File: config.mk
export PLATFORM = sky130hd
export DESIGN_NAME = uart_irq_ident
export DESIGN_NICKNAME = d
export VERILOG_FILES = /design/src/rtl/uart_irq_pkg.sv /design/src/rtl/uart_irq_flag.sv /design/src/rtl/uart_irq_prio.sv /design/src/rtl/uart_irq_ident.sv
export SDC_FILE = /design/constraint.sdc
export NUM_CORES = 1
export LEC_CHECK = 0
export BUFFER_PORTS_ARGS = -buffer_cell sky130_fd_sc_hd__buf_2
export CAP_MARGIN = 20
export CORE_MARGIN = 1
export CORE_UTILIZATION = 31
export DETAILED_ROUTE_END_ITERATION = 12
export HOLD_SLACK_MARGIN = 0.06
export PLACE_DENSITY = 0.85
export SLEW_MARGIN = 20
export SYNTH_ARGS = -nofsm -noshare
export SYNTH_HDL_FRONTEND = slang
export SYNTH_SLANG_ARGS = --single-unit
File: constraint.sdc
create_clock -name clk -period 1.04 [get_ports clk]
set_input_delay 0 -clock clk [delete_from_list [all_inputs] [get_ports clk]]
set_output_delay 0 -clock clk [all_outputs]
set_load 0.02 [all_outputs]
File: src/rtl/uart_irq_pkg.sv
package uart_irq_pkg;

    localparam int ID_W = 32;

    typedef enum logic {
        FLAG_IDLE  = 1'b0,
        FLAG_ARMED = 1'b1
    } flag_state_e;

    typedef enum logic [2:0] {
        SRC_NONE   = 3'b000,
        SRC_TXEMPT = 3'b001,
        SRC_RXDATA = 3'b010,
        SRC_LINE   = 3'b011,
        SRC_TMO    = 3'b110
    } src_code_e;

    // request vector bit positions fed to the prioritizer
    localparam int REQ_LINE = 0;
    localparam int REQ_DATA = 1;
    localparam int REQ_TMO  = 2;
    localparam int REQ_TXE  = 3;
    localparam int NREQ     = 4;

endpackage

File: src/rtl/uart_irq_flag.sv
module uart_irq_flag
    import uart_irq_pkg::*;
(
    input  logic clk,
    input  logic rst_n,
    input  logic set_i,
    input  logic clr_i,
    output logic flag_o
);

    flag_state_e state_q, state_d;

    always_ff @(posedge clk or negedge rst_n) begin
        if (!rst_n) state_q <= FLAG_IDLE;
        else        state_q <= state_d;
    end

    always_comb begin
        state_d = state_q;
        unique case (state_q)
            FLAG_IDLE:  if (set_i)           state_d = FLAG_ARMED;
            FLAG_ARMED: if (clr_i && !set_i) state_d = FLAG_IDLE;
            default:                         state_d = FLAG_IDLE;
        endcase
    end

    always_comb flag_o = (state_q == FLAG_ARMED);

endmodule

File: src/rtl/uart_irq_prio.sv
module uart_irq_prio
    import uart_irq_pkg::*;
(
    input  logic [NREQ-1:0] req_i,
    output src_code_e       code_o,
    output logic            pend_o
);

    always_comb begin
        if (req_i[REQ_LINE])      code_o = SRC_LINE;
        else if (req_i[REQ_DATA]) code_o = SRC_RXDATA;
        else if (req_i[REQ_TMO])  code_o = SRC_TMO;
        else if (req_i[REQ_TXE])  code_o = SRC_TXEMPT;
        else                      code_o = SRC_NONE;
        pend_o = |req_i;
    end

endmodule

File: src/rtl/uart_irq_ident.sv
module uart_irq_ident
    import uart_irq_pkg::*;
#(
    parameter int CNT_W = 5
) (
    input  logic             clk,
    input  logic             rst_n,
    input  logic [3:0]       line_err,
    input  logic [CNT_W-1:0] rx_level,
    input  logic [CNT_W-1:0] rx_trig_level,
    input  logic             rx_timeout,
    input  logic             rx_pop,
    input  logic             rx_push,
    input  logic             tx_empty_evt,
    input  logic             tx_hold_wr,
    input  logic             en_line,
    input  logic             en_rxdata,
    input  logic             en_timeout,
    input  logic             en_txempty,
    input  logic             en_ab_end,
    input  logic             en_ab_tout,
    input  logic             fifo_on,
    input  logic             ab_end_evt,
    input  logic             ab_tout_evt,
    input  logic             ab_end_clr,
    input  logic             ab_tout_clr,
    input  logic             id_rd,
    input  logic             lsr_rd,
    output logic [ID_W-1:0]  id_word,
    output logic             irq
);

    localparam int F_LINE = 0;
    localparam int F_TMO  = 1;
    localparam int F_TXE  = 2;
    localparam int F_ABE  = 3;
    localparam int F_ABT  = 4;
    localparam int NFLAG  = 5;

    logic [NFLAG-1:0] f_set, f_clr, f_q;
    logic [NREQ-1:0]  req;
    src_code_e        code;
    logic             pend;

    always_comb begin
        f_set[F_LINE] = |line_err;
        f_clr[F_LINE] = lsr_rd;
        f_set[F_TMO]  = rx_timeout;
        f_clr[F_TMO]  = rx_pop | rx_push;
        f_set[F_TXE]  = tx_empty_evt;
        f_clr[F_TXE]  = tx_hold_wr | (id_rd && code == SRC_TXEMPT);
        f_set[F_ABE]  = ab_end_evt & en_ab_end;
        f_clr[F_ABE]  = ab_end_clr;
        f_set[F_ABT]  = ab_tout_evt & en_ab_tout;
        f_clr[F_ABT]  = ab_tout_clr;
    end

    for (genvar i = 0; i < NFLAG; i++) begin : g_flag
        uart_irq_flag u_flag (
            .clk    (clk),
            .rst_n  (rst_n),
            .set_i  (f_set[i]),
            .clr_i  (f_clr[i]),
            .flag_o (f_q[i])
        );
    end

    always_comb begin
        req[REQ_LINE] = f_q[F_LINE] & en_line;
        req[REQ_DATA] = (rx_level >= rx_trig_level) & en_rxdata;
        req[REQ_TMO]  = f_q[F_TMO] & en_timeout;
        req[REQ_TXE]  = f_q[F_TXE] & en_txempty;
    end

    uart_irq_prio u_prio (
        .req_i  (req),
        .code_o (code),
        .pend_o (pend)
    );

    always_comb begin
        id_word        = '0;
        id_word[0]     = ~pend;
        id_word[3:1]   = code;
        id_word[6]     = fifo_on;
        id_word[7]     = fifo_on;
        id_word[8]     = f_q[F_ABE];
        id_word[9]     = f_q[F_ABT];
        irq = pend | (f_q[F_ABE] & en_ab_end) | (f_q[F_ABT] & en_ab_tout);
    end

endmodule

==> metrics.md, run 1 <==
| Metric | Value |
|---|---|
| Status | `complete, but fails checks` |
| Failing checks | `negative setup slack` |
| Vias per Instance | `between 4 and 5` |
| Filler instances | `roughly 160` |
| Worst Slack Setup Final | `-0.263 ns` |
| Slowest stage cell, crit path | `dfrtp_1` |
| Initial core utilization | `0.347` |
| Hold Vio Cnt, Final | `0` |
| Starting DRT DRC Count | `0` |
| Largest register FFs | `5` |
| Post-Syn Instances | `between 70 and 80` |
| WS Path Type | `flop to output port` |
| CTS root buf | `clkbuf_4` |
| Critical path startpoint category | `flop` |
| Mapped Area | `roughly 630 um2` |
| Switching Share | `0.370` |
| Cell Pwr Density | `approximately 840 nW/um2` |
| Drt drc | `0` |
| Worst-Skew Late Latency | `about 0.24 ns` |
| Final Cycle Share | `1.25` |
| Reg2Reg Launch Point | `g_flag[1].u_flag.flag_o` |
| RSZ-0062 raised after global routing | `true` |
| Cell count after placement | `approximately 140` |
| Tmin final | `about 1.3 ns` |
| Clock skew | `approximately 0.0026 ns` |
| CTS H-tree depth | `1` |
| Detailed Route WL | `1620 um` |
| Mean Syn Cell Area | `roughly 8.0 um2` |
| Clock Sinks | `5` |
| Seq/Total Area, Yosys | `0.200` |
| TritonCTS Buffers | `3` |
| Final setup fails | `5` |
| Hpwl dp | `roughly 1100 um` |
| IO buf count | `39` |
| Post-synthesis mux area share | `0` |
| Leak | `roughly 0.59 nW` |
| Sequential power share | `0.240` |
| Die Y | `46.9 um` |
| Hold WC Path Type | `input pin to flop` |
| Fmax | `between 700 and 800 MHz` |
| CP required | `~1.0 ns` |
| Routed Antenna Nets | `0` |
| CTS tree | `built` |
| Vias in the first global route | `a little under 700` |
| Die W | `46.9 um` |
| Diode count | `0` |
| Wire length of the first global-routing pass | `2640 um` |
| Final core utilization | `0.603` |
| Unique cell type count in the Yosys netlist | `22` |
| Final-stage net count | `about 180` |
| Core box area | `about 1800 um2` |
| Routability Congestion | `0.630` |
| CP endpoint kind | `output port` |
| Clock transition at path regs | `around 0.04 ns` |
| Crit-path cells | `a22oi_2 > o211a_4 > inv_4 > a21oi_4 > buf_6` |
| Wire per inst | `between 9 and 10 um` |
| Clk pwr share | `0.243` |
| P_int | `roughly 0.57 mW` |
| Synth warn | `0` |
| Logic pwr share | `0.517` |
| Rows | `15` |
| Layout cells sized above 1 | `0.489` |
| R2R setup slack | `0.05 ns` |
| Crit path launch | `g_flag[1].u_flag.flag_o` |
| Psw | `0.336 mW` |
| Via count | `roughly 670` |
| Synth Area in Compound Gates | `0.206` |
| Pre-CTS setup slack | `-0.217 ns` |
| R2R Path End | `g_flag[2].u_flag.flag_o` |
| Final Non-Filler Cells | `approximately 160` |
| Total congestion overflow | `0` |
| # IOs | `67` |
| Crit path DAT | `between 1 and 1.5 ns` |
| Clock buffer depth | `2` |
| Antenna violations before repair | `0` |
| Max VDD drop | `roughly 0.82 mV` |
| Max_cap viols | `0` |
| Area growth syn-to-layout | `73.8%` |
| Die area | `2200 um2` |
| Largest family of logic cells by synthesized area | `buffers and inverters` |
| DRT Pass-1 Iters | `1` |
| Synth Area in Adders | `0.100` |
| Total track usage | `0.169` |
| Max-slew violation count | `0` |
| Yosys reg bits | `5` |
| Crit path to | `id_word[0]` |
| CP peak stage delay | `around 0.38 ns` |
| R2R depth | `3` |
| Xor and xnor area share after synthesis | `0` |
| Crit path max fanout | `3` |
| Synth Area in Simple Gates | `0.0920` |
| Pin count of the biggest net entering global routing | `6` |
-- cell type report --
class,count,area (um2),area share
Sequential cell,5,125,0.115
Multi-Input combinational cell,58,429,0.395
Inverter,10,42.5,0.0391
Tap cell,25,31.3,0.0288
Clock buffer,4,26.3,0.0242
Timing Repair Buffer,62,433,0.398
-- cells in the mapped netlist --
cell type	instances	area share
o21bai_1	1	0.012
ha_1	5	0.10
inv_2	1	0.0060
dfrtp_1	5	0.20
o21ai_1	2	0.016
a31oi_2	1	0.020
nor3b_1	1	0.012
a21oi_1	3	0.024
nor4_1	1	0.010
buf_4	28	0.34
nand2_1	5	0.030
inv_1	9	0.054
conb_1	1	0.0060
nor2_1	1	0.0060
nand3_1	3	0.024
o211a_4	1	0.028
a21o_1	3	0.036
o21ai_0	3	0.024
a22oi_2	1	0.020
a21oi_2	1	0.014
nand2b_1	1	0.010
a22oi_1	1	0.012
-- through the flow --
step                      cell area (um2)  total power, mW  setup TNS, ns  hold slack, ns
after floorplan                       754            0.528              0          -0.296
final                                1090            0.909          -1.04          0.0702
after detailed placement              801            0.566         -0.916          -0.177
after global placement                801            0.554         -0.693          -0.177
after global routing                 1090            0.982          -1.37          0.0935
after CTS                            1040            0.883         -0.901          0.0676
-- layout by cell type, fill, tap and decap left out, types with 2 or more instances in the layout --
cell type      synthesis  final
dlygate4sd3_1          0     15
nand2_1                5      4
inv_4                  0      2
o21ai_2                0      2
ha_4                   0      3
ha_1                   5      2
inv_1                  9      7
a21o_1                 3      3
a21oi_1                3      2
dfrtp_1                5      5
o21ai_0                3      3
buf_4                 28      9
buf_2                  0     34
buf_6                  0      4
conb_1                 1     24
nand3_1                3      2
clkbuf_4               0      3
-- power by group through the flow --
stage                     combinational, mW  sequential (mW)  clock (mW)
after floorplan                       0.306            0.221           0
after CTS                             0.434            0.218       0.232
final                                 0.470            0.218       0.221
after detailed placement              0.346            0.220           0
after global placement                0.334            0.220           0
after global routing                  0.515            0.220       0.247
-- metal layers --
| layer | global-route usage | up-vias | part of all wire | wire [um] |
|---|---|---|---|---|
| li1 | - | 326 | - | - |
| met4 | 0.0514 | 0 | 0.0093 | 15 |
| met5 | 0 | - | 0 | 0 |
| met1 | 0.162 | 305 | 0.32 | 514 |
| met3 | 0.0231 | 2 | 0.071 | 115 |
| met2 | 0.358 | 41 | 0.60 | 975 |
-- worst min-delay path by stage --
stage,from,cells past startpoint,to,slack [ns]
2_1_floorplan,rst_n,0,g_flag[0].u_flag.flag_o,-0.30
3_3_place_gp,rst_n,1,g_flag[0].u_flag.flag_o,-0.18
3_5_place_dp,rst_n,1,g_flag[0].u_flag.flag_o,-0.18
4_1_cts,rx_pop,3,g_flag[1].u_flag.flag_o,0.07
5_1_grt,rx_pop,3,g_flag[1].u_flag.flag_o,0.09
6_report,rx_pop,3,g_flag[1].u_flag.flag_o,0.07
-- worst max-delay path: cells and delay by family, from the launching register on --
kind | cells | cell delay, ns
AOI/OAI and AO/OA | 3 | 0.52
buffers and inverters | 2 | 0.16
DFF | 1 | 0.38
-- timing repair --
action | in CTS | in global routing
hold buffers | 15 | 0
cloned | 0 | 0
resized for setup | 13 | 5
buffers inserted | 1 | 3
hold endpoints to repair | 12 | 0
pin swaps | 11 | 0
setup endpoints to repair | 5 | 6
-- cell families after synthesis --
family | count (synthesis)
AND/OR/NAND/NOR | 12
adder cells (fa/ha/maj) | 5
AO/OA/AOI/OAI | 17
flip-flops | 5
other | 1
buffers and inverters | 38
(Power assumes the default switching activity.)
==> run 2: changes to the inputs <==
--- a/config.mk
+++ b/config.mk
@@ -7,7 +7,7 @@
 export LEC_CHECK = 0
 export BUFFER_PORTS_ARGS = -buffer_cell sky130_fd_sc_hd__buf_2
 export CAP_MARGIN = 20
-export CORE_MARGIN = 1
+export CORE_MARGIN = 5
 export CORE_UTILIZATION = 31
 export DETAILED_ROUTE_END_ITERATION = 12
 export HOLD_SLACK_MARGIN = 0.06
==> metrics.md, run 2 (synthesis gave the netlist of run 1 again) <==
| Metric | Value |
|---|---|
| Clock transition at path regs | `0.04 ns (about the same)` |
| Wire per inst | `11.2 um (was 9.88 um)` |
| Failing checks | `negative setup slack (unchanged)` |
| Vias in the first global route | `605 (was 681)` |
| Commonest cells after routing, fill and taps aside | `34 x buf_2, 24 x conb_1, 15 x dlygate4sd3_1 (unchanged)` |
| Sequential power share | `0.249 (was 0.240)` |
| Routability Congestion | `0.690 (was 0.630)` |
| CP required | `1.04 ns (about the same)` |
| Final Cycle Share | `1.25 (about the same)` |
| Hold Vio Cnt, Final | `0 (unchanged)` |
| Fmax | `767 MHz (about the same)` |
| Crit path max fanout | `3 (unchanged)` |
| CP endpoint kind | `output port (unchanged)` |
| Antenna violations before repair | `0 (unchanged)` |
| R2R setup slack | `0.08 ns (was 0.05 ns)` |
| Cell Pwr Density | `847 nW/um2 (was 836 nW/um2)` |
| Crit path DAT | `1.30 ns (about the same)` |
| Drt drc | `0 (unchanged)` |
| CTS tree | `built (unchanged)` |
| DRT Pass-1 Iters | `3 (was 1)` |
| Rows | `16 (was 15)` |
| Clock skew | `0.00156 ns (was 0.00258 ns)` |
| Max VDD drop | `0.534 mV (was 0.822 mV)` |
| Hpwl dp | `1420 um (was 1150 um)` |
| Clock Sinks | `5 (unchanged)` |
| Vias per Instance | `4.04 (was 4.11)` |
| Switching Share | `0.376 (was 0.370)` |
| R2R Path End | `g_flag[2].u_flag.flag_o (unchanged)` |
| RSZ-0062 raised after global routing | `true (unchanged)` |
| Reg2Reg Launch Point | `g_flag[1].u_flag.flag_o (unchanged)` |
| Total track usage | `0.107 (was 0.169)` |
| Worst Slack Setup Final | `-0.265 ns (was -0.263 ns)` |
| CTS root buf | `clkbuf_4 (unchanged)` |
| Crit path launch | `g_flag[1].u_flag.flag_o (unchanged)` |
| P_int | `0.553 mW (was 0.573 mW)` |
| Commonest non-fill, non-tap cell in the layout | `buf_2 (unchanged)` |
| Tmin final | `1.30 ns (about the same)` |
| IO buf count | `39 (unchanged)` |
| Max_cap viols | `0 (unchanged)` |
| Logic pwr share | `0.495 (was 0.517)` |
| Hold slack | `0.0655 ns (was 0.0702 ns)` |
| Core box area | `1940 um2 (was 1800 um2)` |
| Starting DRT DRC Count | `3 (was 0)` |
| Pin count of the biggest net entering global routing | `6 (unchanged)` |
| Psw | `0.333 mW (was 0.336 mW)` |
| Final setup fails | `5 (unchanged)` |
| Diode count | `0 (unchanged)` |
| Hold WC Path Type | `input pin to flop (unchanged)` |
| Area growth syn-to-layout | `67.2% (was 73.8%)` |
| Routed Antenna Nets | `0 (unchanged)` |
| Die area | `3020 um2 (was 2200 um2)` |
| Final-stage net count | `176 (was 179)` |
| Largest register FFs | `5 (unchanged)` |
| Wire length of the first global-routing pass | `2240 um (was 2640 um)` |
| R2R depth | `3 (unchanged)` |
| CTS H-tree depth | `1 (unchanged)` |
| TritonCTS Buffers | `3 (unchanged)` |
| Initial core utilization | `0.322 (was 0.347)` |
| WS Path Type | `flop to output port (unchanged)` |
| Max-slew violation count | `0 (unchanged)` |
| Clock buffer depth | `2 (unchanged)` |
| Filler instances | `188 (was 163)` |
| Overall Power | `0.886 mW (was 0.909 mW)` |
| # IOs | `67 (unchanged)` |
| Clk pwr share | `0.256 (was 0.243)` |
| Leak | `0.572 nW (was 0.588 nW)` |
| Total congestion overflow | `0 (unchanged)` |
| Via count | `659 (was 674)` |
| Die W | `54.9 um (was 46.9 um)` |
| Detailed Route WL | `1820 um (was 1620 um)` |
| Crit path to | `id_word[0] (unchanged)` |
| Status | `complete, but fails checks (unchanged)` |
| Worst-Skew Late Latency | `0.24 ns (about the same)` |
| Layout cells sized above 1 | `0.441 (was 0.489)` |
| Die Y | `54.9 um (was 46.9 um)` |
| Critical path startpoint category | `flop (unchanged)` |
## run 2: cell types whose count changed in the layout (fill, tap and decap cells not counted), sizes merged
cell / before / now
buf: 47 / 44
## run 2: worst min path at each step
stage / to / depth (start not counted) / start
after floorplan: g_flag[0].u_flag.flag_o / 0 / rst_n
after global placement: g_flag[2].u_flag.flag_o / 1 / rst_n
after detailed placement: g_flag[2].u_flag.flag_o / 1 / rst_n
after CTS: g_flag[1].u_flag.flag_o / 3 / rx_pop
after global routing: g_flag[1].u_flag.flag_o / 3 / rx_pop
final: g_flag[1].u_flag.flag_o / 3 / rx_pop
## run 2: cell type report
cell class	instances	area (um2)	share of cell area
multi-input combinational	58	403	0.385
sequential	5	125	0.120
inverter	10	40.0	0.0383
tap	27	33.8	0.0323
clock buffer	4	26.3	0.0251
timing repair buffer	59	418	0.400
## run 2: power groups by stage
stage	sequential, mW	combinational (mW)	clock [mW]
CTS	0.221	0.425	0.239
global route	0.223	0.473	0.244
detailed placement	0.224	0.343	0
floorplan	0.221	0.306	0
finish	0.221	0.439	0.226
global placement	0.222	0.332	0
## run 2: stage by stage
step	setup slack (ns)	instance area, um2	TNS [ns]	instances	util
6_report	-0.265	1050	-0.889	163	0.539
5_1_grt	-0.313	1050	-1.13	163	0.539
4_1_cts	-0.276	1030	-0.982	163	0.530
3_5_place_dp	-0.223	803	-0.921	143	0.414
3_3_place_gp	-0.200	803	-0.745	143	0.414
2_1_floorplan	0.00580	754	0	101	-
## run 2: per-layer routing
layer	track usage	vias up	wire (um)
met1	0.0767	300	530
met2	0.236	36	1060
met4	0.0486	0	9
met3	0.0349	2	220
li1	-	321	-
met5	0	-	0
## run 2: worst max-delay path: stages, from the launching register on
cell and delay [ns]:
dfrtp_1 0.38, a22oi_2 0.19, o211a_4 0.21, inv_4 0.04
a21oi_4 0.11, buf_6 0.13
## run 2: repair_timing
item	4_1_cts	5_1_grt
endpoints found under the hold margin	12	0
pin swaps	5	2
setup endpoints to repair	5	5
hold buffers	15	0
buffers inserted	1	0
resized for setup	10	4
==> run 3: changes to the inputs <==
--- a/config.mk
+++ b/config.mk
@@ -11,8 +11,9 @@
 export CORE_UTILIZATION = 31
 export DETAILED_ROUTE_END_ITERATION = 12
 export HOLD_SLACK_MARGIN = 0.06
-export PLACE_DENSITY = 0.85
+export PLACE_DENSITY = 0.76
 export SLEW_MARGIN = 20
 export SYNTH_ARGS = -nofsm -noshare
 export SYNTH_HDL_FRONTEND = slang
+export SYNTH_HIERARCHICAL = 1
 export SYNTH_SLANG_ARGS = --single-unit
==> metrics.md, run 3 <==
| Metric | Value |
|---|---|
| Leading post-synthesis cells by cell area | `buf_4 33%, dfrtp_1 20%, ha_1 9.9% (was buf_4 34%, dfrtp_1 20%, ha_1 10%)` |
| Core box area | `1940 um2 (unchanged)` |
| Seq/Total Area, Yosys | `0.199 (was 0.200)` |
| Synth top cells by count | `28 x buf_4, 12 x inv_1, 6 x a21o_1 (was 28 x buf_4, 9 x inv_1, 5 x dfrtp_1, 5 x ha_1, 5 x nand2_1)` |
| Slowest stage cell, crit path | `dfrtp_1 (unchanged)` |
| CP required | `1.04 ns (about the same)` |
| Via count | `630 (was 659)` |
| Status | `complete, but fails checks (unchanged)` |
| DRT Pass-1 Iters | `2 (was 3)` |
| Largest area contributor in the synthesized netlist | `buf_4 (unchanged)` |
| Clock buffer depth | `2 (unchanged)` |
| Crit path DAT | `1.81 ns (was 1.30 ns)` |
| WS Path Type | `flop to output port (unchanged)` |
| Diode count | `0 (unchanged)` |
| Max_cap viols | `0 (unchanged)` |
| Setup_tns | `-3.15 ns (was -0.889 ns)` |
| Total track usage | `0.113 (was 0.107)` |
| CP peak stage delay | `0.37 ns (was 0.38 ns)` |
| Largest delay share family, worst path | `simple AND/OR/NAND/NOR gates (was compound AO/OA/AOI/OAI gates)` |
| Die Y | `55.1 um (was 54.9 um)` |
| Wire length of the first global-routing pass | `2340 um (was 2240 um)` |
| Commonest non-fill, non-tap cell in the layout | `buf_2 (unchanged)` |
| CTS root buf | `clkbuf_4 (unchanged)` |
| Cell Pwr Density | `838 nW/um2 (was 847 nW/um2)` |
| Rows | `16 (unchanged)` |
| RSZ-0062 raised after global routing | `true (unchanged)` |
| Hpwl dp | `1380 um (was 1420 um)` |
| Hold WC Path Type | `input pin to flop (unchanged)` |
| TritonCTS Buffers | `3 (unchanged)` |
| Post-CTS Hold Fix Bufs | `7 (was 15)` |
| Most common cell in the synthesized netlist | `buf_4 (unchanged)` |
| CTS tree | `built (unchanged)` |
| Post-Syn Instances | `77 (was 78)` |
| Total congestion overflow | `0 (unchanged)` |
| Tmin final | `1.81 ns (was 1.30 ns)` |
| CP Buf/Inv Count | `1 (was 2)` |
| Fraction of registers with async set/reset | `1.00 (unchanged)` |
| Crit-path cells | `and2_4 > or3_4 > or2_4 > a221o_1 > buf_6 (was a22oi_2 > o211a_4 > inv_4 > a21oi_4 > buf_6)` |
| Leak | `0.596 nW (was 0.572 nW)` |
| Max VDD drop | `0.585 mV (was 0.534 mV)` |
| Commonest cells after routing, fill and taps aside | `29 x buf_2, 24 x conb_1, 11 x buf_6 (was 34 x buf_2, 24 x conb_1, 15 x dlygate4sd3_1)` |
| Clock transition at path regs | `0.04 ns (about the same)` |
| Final Cycle Share | `1.74 (was 1.25)` |
| Hold Vio Cnt, Final | `0 (unchanged)` |
| Clock Sinks | `5 (unchanged)` |
| Worst-Skew Late Latency | `0.24 ns (about the same)` |
| Mapped Area | `629 um2 (was 626 um2)` |
| CP endpoint kind | `output port (unchanged)` |
| Layout cells sized above 1 | `0.526 (was 0.441)` |
| Final setup fails | `6 (was 5)` |
| Initial core utilization | `0.324 (was 0.322)` |
| Antenna violations before repair | `0 (unchanged)` |
| Drt drc | `0 (unchanged)` |
| Routability Congestion | `0.583 (was 0.690)` |
| Largest register FFs | `5 (unchanged)` |
| Detailed Route WL | `1860 um (was 1820 um)` |
| Post-synth EDFFs | `0 (unchanged)` |
| Synth warn | `6 (was 0)` |
| CTS H-tree depth | `1 (unchanged)` |
| Clock skew | `0.00169 ns (was 0.00156 ns)` |
| Die W | `55.1 um (was 54.9 um)` |
| Fmax | `552 MHz (was 767 MHz)` |
| Max-slew violation count | `0 (unchanged)` |
| Starting DRT DRC Count | `1 (was 3)` |
| Pin count of the biggest net entering global routing | `6 (unchanged)` |
| Crit path max fanout | `3 (unchanged)` |
| Die area | `3030 um2 (was 3020 um2)` |
| Critical path startpoint category | `flop (unchanged)` |
| Unique cell type count in the Yosys netlist | `21 (was 22)` |
| # IOs | `67 (unchanged)` |
| Vias per Instance | `3.94 (was 4.04)` |
| Top cell type's share of synthesized area | `0.334 (was 0.336)` |
| IO buf count | `39 (unchanged)` |
| Mean Syn Cell Area | `8.17 um2 (was 8.02 um2)` |
| Wire per inst | `11.7 um (was 11.2 um)` |
| Yosys reg bits | `5 (unchanged)` |
| Worst Slack Setup Final | `-0.773 ns (was -0.265 ns)` |
| Failing checks | `negative setup slack (unchanged)` |
| Routed Antenna Nets | `0 (unchanged)` |
| Vias in the first global route | `606 (was 605)` |
| Hold slack | `0.0239 ns (was 0.0655 ns)` |
| Final-stage net count | `173 (was 176)` |
| Area growth syn-to-layout | `69.6% (was 67.2%)` |
| Ys flop type | `dfrtp_1 (unchanged)` |
-- run 3: changes by cell type in the layout (fill, tap and decap cells not counted), sizes merged, moves of 3 or more --
cell and delta:
or2 +3, a21oi -4, a21o +3, and2 +5
buf +6, nand2 -4, o21ai -4, nand3 -3
dlygate4sd3 -8
-- run 3: path summary, 6_finish.rpt --
kind / endpoint / depth (start not counted) / slack (ns) / startpoint
worst max-delay path: irq / 5 / -0.77 / g_flag[1].u_flag/flag_o
worst min-delay path: g_flag[0].u_flag/flag_o / 3 / 0.02 / line_err[2]
worst max register to register: g_flag[2].u_flag/flag_o / 7 / -0.69 / g_flag[1].u_flag/flag_o
worst min register to register: g_flag[2].u_flag/flag_o / 1 / 0.49 / g_flag[2].u_flag/flag_o
max in group asynchronous: g_flag[1].u_flag/flag_o / 2 / 0.79 / rst_n
min in group asynchronous: g_flag[2].u_flag/flag_o / 2 / 0.12 / rst_n
-- run 3: where the power goes --
group          total, mW  leakage [nW]  internal, mW  switching, mW
registers          0.218        0.0554         0.208        0.00938
logic              0.450         0.525         0.221          0.229
clock network      0.226        0.0150         0.145         0.0811
-- run 3: area by class of cell --
class	count	area [um2]
clock buffers	4	26.3
fillers	191	875
inverters	12	52.6
multi-input cells	55	415
flip-flops and latches	5	125
well taps	27	33.8
repair buffers	57	414
-- run 3: through the flow --
stage	total power [mW]	instances	setup slack, ns	cell area (um2)	utilization
after floorplan	0.519	100	-0.568	774	-
after global placement	0.546	144	-0.672	838	0.432
after detailed placement	0.561	144	-0.740	838	0.432
after CTS	0.869	157	-0.760	1010	0.522
after global routing	0.963	160	-0.811	1070	0.550
final	0.894	160	-0.773	1070	0.550
-- run 3: cell families after synthesis --
kind of cell / synth area share
adder cells (fa/ha/maj): 0.0994
flip-flops: 0.199
other: 0.00596
AND/OR/NAND/NOR: 0.149
buffers and inverters: 0.406
AO/OA/AOI/OAI: 0.141
-- run 3: tightest hold or removal path, cell delays in order --
cell and delay [ns]:
buf_2 0.07, or4_1 0.09, a21o_1 0.08
-- run 3: per-layer routing --
layer,global-route usage,share of wire,up-vias
li1,-,-,309
met1,0.0890,0.28,285
met2,0.246,0.62,36
met3,0.0509,0.10,0
met4,0.0121,0,0
met5,0,0,-
-- run 3: what timing repair did --
action / in CTS / in global routing
setup endpoints to repair: 6 / 6
pin swaps: 6 / 3
endpoints found under the hold margin: 12 / 1
setup buffers: 3 / 3
gates resized for setup: 17 / 5
gates cloned: 0 / 0
